$ cat config.mk
export PLATFORM = sky130hd
export DESIGN_NAME = smb_reg_slave
export DESIGN_NICKNAME = d
export VERILOG_FILES = /design/src/rtl/smb_pkg.sv /design/src/rtl/smb_glitch_filter.sv /design/src/rtl/smb_bus_timeout.sv /design/src/rtl/smb_reg_slave.sv
export SDC_FILE = /design/constraint.sdc
export NUM_CORES = 1
export LEC_CHECK = 0
export ABC_AREA = 1
export ABC_CLOCK_PERIOD_IN_PS = 3700
export BUFFER_PORTS_ARGS = -buffer_cell sky130_fd_sc_hd__buf_2
export CAP_MARGIN = 20
export CORE_UTILIZATION = 31
export CTS_BUF_LIST = sky130_fd_sc_hd__clkbuf_8
export CTS_CLUSTER_DIAMETER = 120
export DETAILED_ROUTE_END_ITERATION = 8
export SETUP_SLACK_MARGIN = 0.1
export SLEW_MARGIN = 20
export SYNTH_ARGS = -nofsm -noshare
export SYNTH_HDL_FRONTEND = slang
export SYNTH_SLANG_ARGS = --single-unit
$ cat constraint.sdc
create_clock -name clk -period 3.7 [get_ports clk]
set_input_delay 1.11 -clock clk [delete_from_list [all_inputs] [get_ports clk]]
set_output_delay 1.11 -clock clk [all_outputs]
set_load 0.01 [all_outputs]
$ cat src/rtl/smb_pkg.sv
package smb_pkg;

  localparam logic [6:0] ALERT_RESP_ADDR = 7'h0C;

  typedef enum logic [2:0] {
    ST_IDLE,
    ST_RX,
    ST_RX_ACK,
    ST_TX,
    ST_TX_ACK,
    ST_WAIT
  } smb_state_e;

  // Map the three-state pin code onto the low address bits.
  function automatic logic [6:0] addr_from_pin(input logic [1:0] pin, input logic [6:0] base);
    case (pin)
      2'b00:   return base;
      2'b10:   return base | 7'h03;
      default: return base | 7'h02;
    endcase
  endfunction

  // CRC-8, polynomial x^8+x^2+x+1, one byte folded in MSB first.
  function automatic logic [7:0] crc8_update(input logic [7:0] crc, input logic [7:0] din);
    logic [7:0] c;
    c = crc ^ din;
    for (int i = 0; i < 8; i++) begin
      c = c[7] ? ({c[6:0], 1'b0} ^ 8'h07) : {c[6:0], 1'b0};
    end
    return c;
  endfunction

endpackage

$ cat src/rtl/smb_glitch_filter.sv
module smb_glitch_filter #(
  parameter int FILT_LEN = 3
) (
  input  logic clk,
  input  logic rst_n,
  input  logic raw_i,
  output logic filt_o
);
  localparam int CW = $clog2(FILT_LEN + 1);

  logic [1:0]    sync_q;
  logic [CW-1:0] cnt_q;

  always_ff @(posedge clk) begin
    if (!rst_n) begin
      sync_q <= 2'b11;
      cnt_q  <= '0;
      filt_o <= 1'b1;
    end else begin
      sync_q <= {sync_q[0], raw_i};
      if (sync_q[1] != filt_o) begin
        if (cnt_q == CW'(FILT_LEN - 1)) begin
          filt_o <= sync_q[1];
          cnt_q  <= '0;
        end else begin
          cnt_q <= cnt_q + 1'b1;
        end
      end else begin
        cnt_q <= '0;
      end
    end
  end

  // the output only moves towards a level the synchroniser presented
  a_r10_filter_follows_sync: assert property (@(posedge clk) disable iff (!rst_n)
    !$stable(filt_o) |-> ($past(sync_q[1]) == filt_o));

endmodule

$ cat src/rtl/smb_bus_timeout.sv
module smb_bus_timeout #(
  parameter int TO_CYCLES = 28000
) (
  input  logic clk,
  input  logic rst_n,
  input  logic scl_low_i,
  input  logic dis_i,
  output logic hit_o
);
  localparam int CW = $clog2(TO_CYCLES + 1);

  logic [CW-1:0] cnt_q;

  always_ff @(posedge clk) begin
    if (!rst_n)                          cnt_q <= '0;
    else if (!scl_low_i)                 cnt_q <= '0;
    else if (cnt_q != CW'(TO_CYCLES))    cnt_q <= cnt_q + 1'b1;
  end

  assign hit_o = !dis_i && (cnt_q == CW'(TO_CYCLES));

  // a timeout only follows a cycle in which SCL was low
  a_r7_hit_after_low: assert property (@(posedge clk) disable iff (!rst_n)
    hit_o |-> $past(scl_low_i));

endmodule

$ cat src/rtl/smb_reg_slave.sv
module smb_reg_slave
  import smb_pkg::*;
#(
  parameter logic [6:0] BASE_ADDR = 7'h2C,
  parameter int         FILT_LEN  = 3,
  parameter int         TO_CYCLES = 28000
) (
  input  logic       clk,
  input  logic       rst_n,
  input  logic       scl_i,
  input  logic       sda_i,
  output logic       sda_pd_o,
  input  logic [1:0] addr_pin_i,
  input  logic       alert_i,
  input  logic       to_dis_i,
  output logic [7:0] reg_addr_o,
  output logic       reg_wr_o,
  output logic [7:0] reg_wdata_o,
  output logic       reg_rd_o,
  input  logic [7:0] reg_rdata_i
);
  localparam int NLINES = 2;

  // ---------------- line conditioning ----------------
  logic [NLINES-1:0] raw_w, filt_w;
  assign raw_w = {sda_i, scl_i};

  for (genvar g = 0; g < NLINES; g++) begin : g_line
    smb_glitch_filter #(.FILT_LEN(FILT_LEN)) u_filt (
      .clk   (clk),
      .rst_n (rst_n),
      .raw_i (raw_w[g]),
      .filt_o(filt_w[g])
    );
  end

  logic scl_f, sda_f, scl_q, sda_q;
  assign scl_f = filt_w[0];
  assign sda_f = filt_w[1];

  always_ff @(posedge clk) begin
    if (!rst_n) begin
      scl_q <= 1'b1;
      sda_q <= 1'b1;
    end else begin
      scl_q <= scl_f;
      sda_q <= sda_f;
    end
  end

  // named bus events
  logic ev_scl_rise, ev_scl_fall, ev_start, ev_stop, to_hit;
  assign ev_scl_rise = scl_f & ~scl_q;
  assign ev_scl_fall = ~scl_f & scl_q;
  assign ev_start    = scl_f & scl_q & sda_q & ~sda_f;
  assign ev_stop     = scl_f & scl_q & ~sda_q & sda_f;

  smb_bus_timeout #(.TO_CYCLES(TO_CYCLES)) u_timeout (
    .clk      (clk),
    .rst_n    (rst_n),
    .scl_low_i(~scl_f),
    .dis_i    (to_dis_i),
    .hit_o    (to_hit)
  );

  // ---------------- protocol state ----------------
  smb_state_e  state_q;
  logic [2:0]  bitcnt_q;
  logic [7:0]  shreg_q;
  logic        rx_done_q, addr_phase_q, is_read_q, is_ara_q;
  logic [1:0]  byte_idx_q, tx_cnt_q;
  logic [6:0]  dev_addr_q;
  logic        addr_lat_q;
  logic [7:0]  ptr_q, crc_q, wdata_q;
  logic        sda_pd_q, reg_wr_q;

  // byte evaluation
  logic addr_hit, ara_hit, rx_eval, rx_ack;
  assign addr_hit = (shreg_q[7:1] == dev_addr_q);
  assign ara_hit  = (shreg_q[7:1] == ALERT_RESP_ADDR) && shreg_q[0] && alert_i;
  assign rx_eval  = (state_q == ST_RX) && rx_done_q && ev_scl_fall && !to_hit;
  assign rx_ack   = addr_phase_q ? (addr_hit || ara_hit)
                  : ((byte_idx_q == 2'd0) || (byte_idx_q == 2'd1) ||
                     ((byte_idx_q == 2'd2) && (shreg_q == crc_q)));

  // transmit load
  logic       ld_tx, ld_first;
  logic [7:0] tx_byte;
  assign ld_first = (state_q == ST_RX_ACK) && is_read_q && ev_scl_fall && !to_hit;
  assign ld_tx    = ld_first || ((state_q == ST_TX_ACK) && ev_scl_fall && !to_hit);
  assign tx_byte  = (state_q == ST_RX_ACK) ? (is_ara_q ? {dev_addr_q, 1'b0} : reg_rdata_i)
                  : ((tx_cnt_q == 2'd1) ? crc_q : 8'hFF);

  always_ff @(posedge clk) begin
    if (!rst_n) begin
      state_q      <= ST_IDLE;
      bitcnt_q     <= '0;
      shreg_q      <= '0;
      rx_done_q    <= 1'b0;
      addr_phase_q <= 1'b0;
      is_read_q    <= 1'b0;
      is_ara_q     <= 1'b0;
      byte_idx_q   <= '0;
      tx_cnt_q     <= '0;
      dev_addr_q   <= BASE_ADDR;
      addr_lat_q   <= 1'b0;
      ptr_q        <= '0;
      crc_q        <= '0;
      wdata_q      <= '0;
      sda_pd_q     <= 1'b0;
      reg_wr_q     <= 1'b0;
    end else begin
      reg_wr_q <= 1'b0;
      if (to_hit) begin
        state_q   <= ST_IDLE;
        sda_pd_q  <= 1'b0;
        rx_done_q <= 1'b0;
        crc_q     <= '0;
      end else if (ev_start) begin
        state_q      <= ST_RX;
        bitcnt_q     <= '0;
        rx_done_q    <= 1'b0;
        addr_phase_q <= 1'b1;
        sda_pd_q     <= 1'b0;
        if (state_q == ST_IDLE) crc_q <= '0;
        if (!addr_lat_q) begin
          dev_addr_q <= addr_from_pin(addr_pin_i, BASE_ADDR);
          addr_lat_q <= 1'b1;
        end
      end else if (ev_stop) begin
        state_q   <= ST_IDLE;
        sda_pd_q  <= 1'b0;
        rx_done_q <= 1'b0;
        crc_q     <= '0;
      end else begin
        case (state_q)
          ST_RX: begin
            if (ev_scl_rise && !rx_done_q) begin
              shreg_q  <= {shreg_q[6:0], sda_f};
              bitcnt_q <= bitcnt_q + 3'd1;
              if (bitcnt_q == 3'd7) rx_done_q <= 1'b1;
            end else if (rx_eval) begin
              rx_done_q <= 1'b0;
              bitcnt_q  <= '0;
              crc_q     <= crc8_update(crc_q, shreg_q);
              if (rx_ack) begin
                sda_pd_q <= 1'b1;
                state_q  <= ST_RX_ACK;
              end else begin
                state_q  <= ST_WAIT;
              end
              if (addr_phase_q) begin
                addr_phase_q <= 1'b0;
                is_read_q    <= shreg_q[0];
                is_ara_q     <= !addr_hit;
                byte_idx_q   <= '0;
              end else begin
                if (byte_idx_q == 2'd0) ptr_q <= shreg_q;
                if (byte_idx_q == 2'd1) begin
                  reg_wr_q <= 1'b1;
                  wdata_q  <= shreg_q;
                end
                if (byte_idx_q != 2'd3) byte_idx_q <= byte_idx_q + 2'd1;
              end
            end
          end
          ST_RX_ACK, ST_TX_ACK: begin
            if (ld_tx) begin
              shreg_q  <= tx_byte;
              sda_pd_q <= ~tx_byte[7];
              bitcnt_q <= '0;
              state_q  <= ST_TX;
              crc_q    <= crc8_update(crc_q, tx_byte);
              tx_cnt_q <= ld_first ? 2'd1 : 2'd2;
            end else if (state_q == ST_RX_ACK && ev_scl_fall) begin
              sda_pd_q <= 1'b0;
              state_q  <= ST_RX;
            end else if (state_q == ST_TX_ACK && ev_scl_rise && sda_f) begin
              state_q  <= ST_WAIT;
            end
          end
          ST_TX: begin
            if (ev_scl_fall) begin
              if (bitcnt_q == 3'd7) begin
                sda_pd_q <= 1'b0;
                state_q  <= ST_TX_ACK;
                bitcnt_q <= '0;
              end else begin
                shreg_q  <= {shreg_q[6:0], 1'b0};
                sda_pd_q <= ~shreg_q[6];
                bitcnt_q <= bitcnt_q + 3'd1;
              end
            end
          end
          default: ;
        endcase
      end
    end
  end

  assign sda_pd_o    = sda_pd_q;
  assign reg_addr_o  = ptr_q;
  assign reg_wr_o    = reg_wr_q;
  assign reg_wdata_o = wdata_q;
  assign reg_rd_o    = ld_first && !is_ara_q;

  // ---------------- assertions ----------------
  a_r1_sda_moves_scl_low: assert property (@(posedge clk) disable iff (!rst_n)
    !$stable(sda_pd_q) |-> !scl_f);

  a_r2_addr_frozen: assert property (@(posedge clk) disable iff (!rst_n)
    addr_lat_q |=> (addr_lat_q && $stable(dev_addr_q)));

  a_r3_wr_single_pulse: assert property (@(posedge clk) disable iff (!rst_n)
    reg_wr_o |=> !reg_wr_o);

  a_r5_rd_single_pulse: assert property (@(posedge clk) disable iff (!rst_n)
    reg_rd_o |=> (!reg_rd_o && state_q == ST_TX));

  a_r5_rd_wr_exclusive: assert property (@(posedge clk) disable iff (!rst_n)
    !(reg_rd_o && reg_wr_o));

  a_r7_timeout_idle: assert property (@(posedge clk) disable iff (!rst_n)
    to_hit |=> (state_q == ST_IDLE && !sda_pd_q));

endmodule

; Word level (Yosys, flattened, before mapping)
; Cells that the tools add are included.
[word_totals]
ff_bits = 83
[classes]
addsub = 5
eq_ne = 42
mux = 71
n_bitwise = 42
n_reduce_logical = 61
[ops]
columns = operator, count
row1 = $mux 8, 13
row2 = $mux 3, 31
row3 = $not 3->3, 16
row4 = $ne 4x4->1 const B, 6
row5 = $pmux 8 s3, 1
row6 = $reduce_and 6->1, 4
row7 = $reduce_and 8->1, 3
row8 = $ne 2x2->1 const B, 10
row9 = $mux 1, 18
row10 = $pmux 3 s3, 2
row11 = $logic_and 1x1->1, 17
row12 = $not 1->1, 17
row13 = $pmux 8 s2, 1
row14 = $xor 8x8->8, 2
row15 = $add 15x1->15 const B, 1
row16 = $eq 15x15->1 const B, 1
row17 = $ne 15x15->1 const B, 1
row18 = $reduce_and 5->1, 3
row19 = $reduce_and 7->1, 2
row20 = $ne 3x3->1 const B, 3
row21 = $eq 2x2->1 const B, 4
row22 = $eq 8x8->1, 1
row23 = $reduce_bool 2->1, 4
row24 = $reduce_bool 4->1, 2
row25 = other kinds (28), 58

; Logic depth before layout (Yosys ltp)
; Gate-level depths: netlist of run 1.
[depth]
ltp_word = 24
ltp_mapped = 15
mapped_depth_nobuf = 14

; Hierarchy
; Synthesis of run 1 repeated with hierarchy kept, for this count alone.
[unflattened]
cells_unflattened = 711
area_unflattened_um2 = 4703.3
[by_module_without_submodules]
columns = module, instances, cells_per_inst, area_each_um2
row1 = smb_reg_slave, 1, 537, 3474.6
row2 = smb_bus_timeout, 1, 134, 865.8
row3 = smb_glitch_filter, 2, 20, 181.4

; Worst setup path after synthesis of run 1
; OpenSTA, ideal clock, no wires.
[synth_path]
path_kind = input-to-output
start = input to_dis_i
end = output reg_rd_o
arrival_time_ns = 1.606
required_ns = 2.590
path_slack_ns = 0.984
cell_stages = 3
cell_sequence = inv_1 > nand3_2 > nor3b_1
[synth_via]
elab_chain_len = 5
[synth_lines]
columns = item, line_no
row1 = "start, declared", smb_reg_slave.sv:15  ; input logic to_dis_i,
row2 = $logic_not 1->1, smb_bus_timeout.sv:20  ; assign hit_o = !dis_i && (cnt_q == CW'(TO_CYCLES));
row3 = $logic_and 1x1->1, smb_bus_timeout.sv:20
row4 = $logic_not 1->1, smb_reg_slave.sv:89  ; assign ld_first = (state_q == ST_RX_ACK) && is_read_q && ev_scl_fall && !to_hit;
row5 = $logic_and 1x1->1, smb_reg_slave.sv:89
row6 = $logic_and 1x1->1, smb_reg_slave.sv:205  ; assign reg_rd_o = ld_first && !is_ara_q;
row7 = "end, declared", smb_reg_slave.sv:19  ; output logic reg_rd_o,
; No other way between the ends.

; Final worst setup path of run 1
; Ends and elaborated chain as after synthesis.

==> results of run 1 <==
==> layout make-up <==
| cell class | count | area (sq um) |
|---|---|---|
| flip-flops and latches | 78 | 1560 |
| well taps | 180 | 225 |
| clock buffers | 9 | 124 |
| inverters | 83 | 312 |
| multi-input cells | 505 | 2530 |
| fillers | 1552 | 8980 |
| repair buffers | 37 | 193 |
| clock inverters | 7 | 56.3 |
==> final timing paths <==
| kind | endpoint | slack [ps] | cells past startpoint |
|---|---|---|---|
| max | reg_rd_o | 740 | 5 |
| min | g_line[0].u_filt.cnt_q[0] | 410 | 1 |
| max reg2reg | bitcnt_q[0] | 1180 | 10 |
| min reg2reg | g_line[0].u_filt.cnt_q[0] | 410 | 1 |
==> report_power, final <==
| part | internal (mW) | leakage [nW] | switching, mW |
|---|---|---|---|
| Combinational | 0.224 | 1.39 | 0.432 |
| Sequential | 0.872 | 0.630 | 0.0479 |
| Clock | 0.252 | 0.0906 | 0.354 |
==> registers in the layout, summed over array words and instances, names as in the netlist, 2 cells and up <==
signal / count
bitcnt_q: 3
shreg_q: 8
crc_q: 8
g_line.u_filt.cnt_q: 4
byte_idx_q: 2
dev_addr_q: 2
g_line.u_filt.filt_o: 2
u_timeout.cnt_q: 15
g_line.u_filt.sync_q: 4
tx_cnt_q: 2
reg_wdata_o: 8
state_q: 3
reg_addr_o: 8
==> cell families after synthesis <==
kind of cell             synth area share
AO/OA/AOI/OAI                       0.179
XOR/XNOR                           0.0371
adder cells (fa/ha/maj)            0.0363
buffers and inverters              0.0867
flip-flops                          0.348
AND/OR/NAND/NOR                     0.313
==> metrics by stage <==
stage          hold WS, ps  worst slack, ps  instances  utilization  cell area (sq um)
6_report               414              740        899        0.358               5010
5_1_grt                428              596        899        0.358               5010
4_1_cts                416              701        899        0.358               5010
3_5_place_dp           397              740        883        0.345               4830
3_3_place_gp           395              749        883        0.345               4830
2_1_floorplan          393              984        682            -               4490
==> critical path, cell delays in order <==
cell and delay, ps:
buf_2 110, inv_1 70, nand3_2 180, nor3b_1 210, buf_2 170
==> metal layers <==
layer  part of all wire  vias to the layer above  GRT usage
met3              0.061                       19     0.0390
met1               0.48                     1924      0.226
li1                   -                     2314          -
met4              0.019                        0     0.0633
met2               0.44                      113      0.264
met5                  0                        -          0
==> cells in the final DEF, fill, tap and decap left out, types with 4 or more instances in the layout <==
| master | instances |
|---|---|
| or2_2 | 5 |
| xor2_1 | 9 |
| nand3_1 | 60 |
| nand4_1 | 6 |
| nor2_1 | 56 |
| a211oi_1 | 6 |
| a21oi_1 | 74 |
| o211ai_1 | 6 |
| o21ai_1 | 5 |
| inv_1 | 82 |
| nor3_1 | 15 |
| o21ai_0 | 56 |
| nor2_2 | 4 |
| xnor2_1 | 10 |
| clkbuf_8 | 9 |
| dfxtp_1 | 78 |
| nand2_1 | 162 |
| buf_2 | 34 |
| ha_1 | 13 |
==> results.toml, run 1 <==
[outcome]
status = "finished, final reports clean"

[drt]
ant_nets = 0
wl_mm = 11.9
drtIter0Drc = 238
vias_per_cell = 4.86
vias = 4370
first_pass_iters = 7
drc = 0
wl_per_cell_um = 13.2

[power]
power_mw = 2.18
power.leakage_nw = 2.11
vdd_ir_drop_max_mv = 0.254
powerDensity_nw_per_um2 = 436

[clock_tree]
ctsHoldBuffers = 0
numCtsBuffers = 9
path_clk_slew_ps = 80
clk_latency_ps = 370
post_cts_resized = 0
clockBufferDepth = 2
cts.sinks = 78
cts_tree = "yes"
htree_num_levels = 3
cts_setup_buffers = 0
cts_root_buffer = "clkbuf_8"

[sta]
tightestPinTransition_ps = 838
final_hold_viol_count = 0
rsz0062_at_grt = "false"
max_freq_mhz = 338
fin_crit_sh = 0.800
setup_violations = 0
slew-limit-headroom = 0.439
fin_crit_ps = 2960
fin_setup_tns_ps = 0
slew_viol_final = 0
skew_ps = 12.6

[global_route]
grt-ovfl-total = 0
grt.total_usage = 0.169
grt_pass1_wl_mm = 19.5
grt_pass1_vias = 3916
antenna_found_initial = 0
grt_max_degree = 32

[floorplan]
start_util = 0.321
rows = 43
io_pins = 35
dieHeight_um = 122
core-area_sq_um = 14000
die_w_um = 122
die_area_sq_um = 15000

[synthesis]
synthTopCellsByCount = "162 x nand2_1, 82 x inv_1, 78 x dfxtp_1"
yosysTopAreaCell = "dfxtp_1"
ys_seq_elements = 78
ys_types = 37
synthArstFlopShare = 0
synthMostInstantiatedCell = "nand2_1"
synth_warnings = 0
syn_area_sq_um = 4490
synth_top_area_share = 0.348
synth_nets = 711
synthFlopType = "dfxtp_1"
synth_area_leaders = "dfxtp_1 35%, nand2_1 14%, a21oi_1 8.3%, inv_1 6.9%, nand3_1 6.7%"
syn_avg_cell_area_sq_um = 6.58
synth_edf_count = 0
synthCells = 682
seq_area_frac_synth = 0.348

[layout]
syn2layout_area_growth_pct = 11.6
antennaDiodeCount = 0
drive_gt1_frac = 0.103
nets = 743

[place]
port-buffer-count = 34
globalplace.congestion = 0.851
place_hpwl_mm = 8.90

[worst_setup_path]
r2r_start = "state_q[1]"
crit_path_start = "to_dis_i"
end_kind = "output pin"
crit_type = "in2out"
arrival_ps = 1850
crit_path_max_fanout = 8
required_ps = 2590
critPathLaunchType = "input pin"

[hold_path]
hold_path.class = "reg2reg"
holdCritStartpoint = "g_line[0].u_filt.cnt_q[0]"

[job]
drv_cap = 0
Note: power is estimated with default switching activity, not from simulation.
==> run 2: changes to the inputs <==
Settings changed: ABC_CLOCK_PERIOD_IN_PS 3700 to 2490.
Clock period 3.7 ns to 2.49 ns, I/O delays scaled along.
==> run 2 against run 1 <==
Net effect:
- combinational power is 55% higher
- final area is 4.4% higher
- wire length is 1.6% higher
- cell count is 2.2% higher
- sequential power is 48% higher
- worst setup slack worse by 540 ps
- clock power is 63% higher
- sequential cell count stayed put
- clock-buffer cell count is 2 higher
- sequential share of layout area is 1.1 points lower
- die area stayed put
==> results.toml, run 2 (same netlist as run 1, synthesis figures left out) <==
[drt]
drc = 0
vias = 4481
ant_nets = 0
drtIter0Drc = 210
vias_per_cell = 4.88
wl_mm = 12.1
first_pass_iters = 5
wl_per_cell_um = 13.1

[clock_tree]
cts_tree = "yes"
cts.sinks = 78
clk_latency_ps = 380
cts_root_buffer = "clkbuf_8"
path_clk_slew_ps = 80
htree_num_levels = 3
numCtsBuffers = 9
clockBufferDepth = 2

[sta]
fin_setup_tns_ps = 0
rsz0062_at_grt = "false"
tightestPinTransition_ps = 671
setup_violations = 0
fin_crit_sh = 0.920
skew_ps = 5.25
slew-limit-headroom = 0.549
max_freq_mhz = 436
timing.hold.ws_ps = 411
setup_ws_ps = 199
fin_crit_ps = 2290
slew_viol_final = 0
final_hold_viol_count = 0

[power]
power.leakage_nw = 2.23
powerDensity_nw_per_um2 = 645
vdd_ir_drop_max_mv = 0.407
power_mw = 3.37

[place]
place_hpwl_mm = 9.07
port-buffer-count = 34
globalplace.congestion = 0.853
preCtsSetupSlack_ps = 217

[hold_path]
hold_path.class = "reg2reg"

[worst_setup_path]
arrival_ps = 1540
crit_type = "reg2out"
end_kind = "output pin"
critPathLaunchType = "flop"
crit_path_max_fanout = 3
required_ps = 1740

[layout]
antennaDiodeCount = 0
fillers = 1549
drive_gt1_frac = 0.147
nets = 763
top_register = "u_timeout.cnt_q"
fin_util = 0.374
layout_common_cells = "160 x nand2_1, 81 x inv_1, 74 x a21oi_1"
final_common_cell = "nand2_1"
largest_register_ffs = 15
syn2layout_area_growth_pct = 16.5

[global_route]
grt.total_usage = 0.170
grt_max_degree = 28
grt_pass1_vias = 3994
grt_pass1_wl_mm = 19.5
antenna_found_initial = 0
grt-ovfl-total = 0

[floorplan]
dieHeight_um = 122
io_pins = 35
core-area_sq_um = 14000
start_util = 0.321
die_w_um = 122
rows = 43
die_area_sq_um = 15000

[outcome]
status = "finished, final reports clean"

[job]
drv_cap = 0
[run 2: cell count changes in the layout (fill, tap and decap cells not counted), moves of 2 or more]
| cell | previous run | this run |
|---|---|---|
| dfxtp_1 | 78 | 70 |
| nor2_1 | 56 | 54 |
| buf_4 | 3 | 23 |
| inv_6 | 3 | 0 |
| clkinv_4 | 2 | 0 |
| nand2_2 | 3 | 5 |
| inv_2 | 1 | 4 |
| clkbuf_8 | 9 | 11 |
| dfxtp_2 | 0 | 8 |
| nand2_1 | 162 | 160 |
[run 2: what timing repair did]
| item | CTS | global route |
|---|---|---|
| hold endpoints to repair | 0 | 0 |
| hold buffers | 0 | 0 |
| setup endpoints to repair | 1 | 2 |
| gates resized for setup | 11 | 9 |
| setup buffers | 5 | 6 |
| pin swaps | 4 | 2 |
[run 2: final cells by class]
cell class,count,area (sq um),area share
Inverter,83,312,0.0596
Sequential cell,78,1570,0.301
Tap cell,180,225,0.0431
Clock inverter,5,50.0,0.00958
Clock buffer,11,151,0.0290
Multi-Input combinational cell,505,2570,0.492
Timing Repair Buffer,57,343,0.0656
[run 2: where the power goes]
| group | switching (mW) | internal (mW) | leakage [nW] |
|---|---|---|---|
| clock network | 0.480 | 0.509 | 0.108 |
| registers | 0.0669 | 1.30 | 0.633 |
| logic | 0.655 | 0.365 | 1.49 |
| total | 1.20 | 2.17 | 2.23 |
[run 2: worst paths after layout]
check / from / endpoint / slack (ps) / cells after the start
max: u_timeout.cnt_q[0] / reg_rd_o / 200 / 7
min: g_line[1].u_filt.cnt_q[0] / g_line[1].u_filt.cnt_q[0] / 410 / 1
max reg2reg: crc_q[7] / state_q[0] / 290 / 11
min reg2reg: g_line[1].u_filt.cnt_q[0] / g_line[1].u_filt.cnt_q[0] / 410 / 1
[run 2: critical path, stage by stage (launching register included)]
cell and delay, ps:
dfxtp_2 330, inv_2 80, ha_4 140, nand3_1 80
nor2_2 130, nand3_2 100, nor3b_4 160, buf_2 150
[run 2: through the flow]
step                cell area, sq um  instances
CTS                             5160        913
detailed placement              4890        892
finish                          5230        919
floorplan                       4490        682
global route                    5230        919
global placement                4890        892
[run 2: routing by layer]
metal  global-route usage  vias up  routed length, um
met5                    0        -                  0
met4               0.0602        0                184
met3               0.0460       16                477
met2                0.271       80               5490
met1                0.220     2032               5900
li1                     -     2353                  -
==> run 3: changes to the inputs <==
Settings changed: CORE_UTILIZATION 31 to 45, PLACE_DENSITY from default to 0.65.
==> run 3 against run 2 <==
Net effect:
- clock-buffer cell count fell by 1
- clock skew rose by 1.4 ps
- cell count decreased by 6.2%
- final area fell by 2.5%
- sequential share of layout area grew 0.74 points
- via count grew 0.36%
- worst setup slack lost 45 ps
==> results.toml, run 3 (same netlist as run 1, synthesis figures left out) <==
[sta]
max_freq_mhz = 428
setup_violations = 0
fin_crit_sh = 0.938
fin_crit_ps = 2340
slew-limit-headroom = 0.599
rsz0062_at_grt = "true"
fin_setup_tns_ps = 0
skew_ps = 6.66
final_hold_viol_count = 0
tightestPinTransition_ps = 597
slew_viol_final = 0

[global_route]
antenna_found_initial = 0
grt.total_usage = 0.231
grt-ovfl-total = 0
grt_pass1_wl_mm = 18.8
grt_max_degree = 27
grt_pass1_vias = 4182

[drt]
wl_mm = 11.2
wl_per_cell_um = 13.0
drtIter0Drc = 227
first_pass_iters = 5
ant_nets = 0
vias = 4497
drc = 0
vias_per_cell = 5.22

[clock_tree]
clk_latency_ps = 360
clockBufferDepth = 2
path_clk_slew_ps = 80
cts_tree = "yes"
numCtsBuffers = 9
htree_num_levels = 3
ctsHoldBuffers = 0
cts_root_buffer = "clkbuf_8"
cts.sinks = 78

[power]
p_switching_mw = 1.19
power.leakage_nw = 2.18
power_mw = 3.43
vdd_ir_drop_max_mv = 0.370
power_frac_comb = 0.283
swShare = 0.346
power.internal_mw = 2.24
powerDensity_nw_per_um2 = 673
pwr-share-clk = 0.320
seq_power_share = 0.397

[floorplan]
rows = 36
die_w_um = 102
die_area_sq_um = 10400
io_pins = 35
dieHeight_um = 102
start_util = 0.461
core-area_sq_um = 9730

[worst_setup_path]
arrival_ps = 1590
crit_path_max_fanout = 9
end_kind = "output pin"
critPathLaunchType = "flop"
crit_type = "reg2out"
required_ps = 1740

[layout]
fillers = 1011
layout_common_cells = "161 x nand2_1, 80 x inv_1, 74 x a21oi_1"
ff_latch_area_sq_um = 1570
top_register = "u_timeout.cnt_q"
largest_register_ffs = 15
antennaDiodeCount = 0
nets = 753
syn2layout_area_growth_pct = 13.6
multi_input_area_sq_um = 2550
final_common_cell = "nand2_1"
drive_gt1_frac = 0.134

[hold_path]
hold_path.class = "reg2reg"

[place]
globalplace.congestion = 0.933
place_hpwl_mm = 8.51
port-buffer-count = 34

[job]
drv_cap = 0

[outcome]
status = "finished, final reports clean"
[run 3: path summary, 6_finish.rpt]
| kind | startpoint | to | slack, ps | cells after the start |
|---|---|---|---|---|
| max | state_q[2] | reg_rd_o | 150 | 6 |
| min | g_line[1].u_filt.sync_q[0] | g_line[1].u_filt.sync_q[1] | 420 | 1 |
| max reg2reg | u_timeout.cnt_q[0] | shreg_q[0] | 390 | 12 |
| min reg2reg | g_line[1].u_filt.sync_q[0] | g_line[1].u_filt.sync_q[1] | 420 | 1 |
[run 3: power groups by stage]
stage	registers, mW	clock network [mW]	logic [mW]
after floorplan	1.36	0	0.766
after global placement	1.39	0	0.938
after detailed placement	1.39	0	0.954
after CTS	1.36	1.12	0.962
after global routing	1.37	1.18	1.12
final	1.36	1.10	0.971
[run 3: area by class of cell]
cell class,count,share of cell area
clock buffer,10,0.0270
clock inverter,6,0.0184
inverter,83,0.0611
multi-input combinational,505,0.500
sequential,78,0.308
tap,133,0.0326
timing repair buffer,47,0.0525
[run 3: layer usage]
metal / track usage / share of wire / vias up
met3: 0.0499 / 0.043 / 22
met2: 0.409 / 0.49 / 111
met4: 0.0835 / 0.021 / 0
met5: 0 / 0 / -
li1: - / - / 2320
met1: 0.276 / 0.45 / 2044
[run 3: critical path, cell delays in order, from the launching register on]
cell and delay, ps:
dfxtp_2 370, nor2_4 160, nand2_4 110, nor2_2 120, nand2_1 100, nor3b_2 200, buf_2 170
[run 3: per-stage QoR]
stage	utilization	instance area [sq um]	hold slack, ps	setup WS (ps)	std cells
5_1_grt	0.524	5100	428	47.9	862
4_1_cts	0.523	5090	421	106	862
3_3_place_gp	0.496	4830	396	261	844
3_5_place_dp	0.496	4830	399	267	844
6_report	0.524	5100	416	154	862
2_1_floorplan	-	4490	393	500	682
[run 3: timing repair]
| item | CTS | global route |
|---|---|---|
| buffers inserted | 2 | 0 |
| resized for setup | 7 | 7 |
| pin swaps | 3 | 1 |
| endpoints found under the setup margin | 1 | 3 |
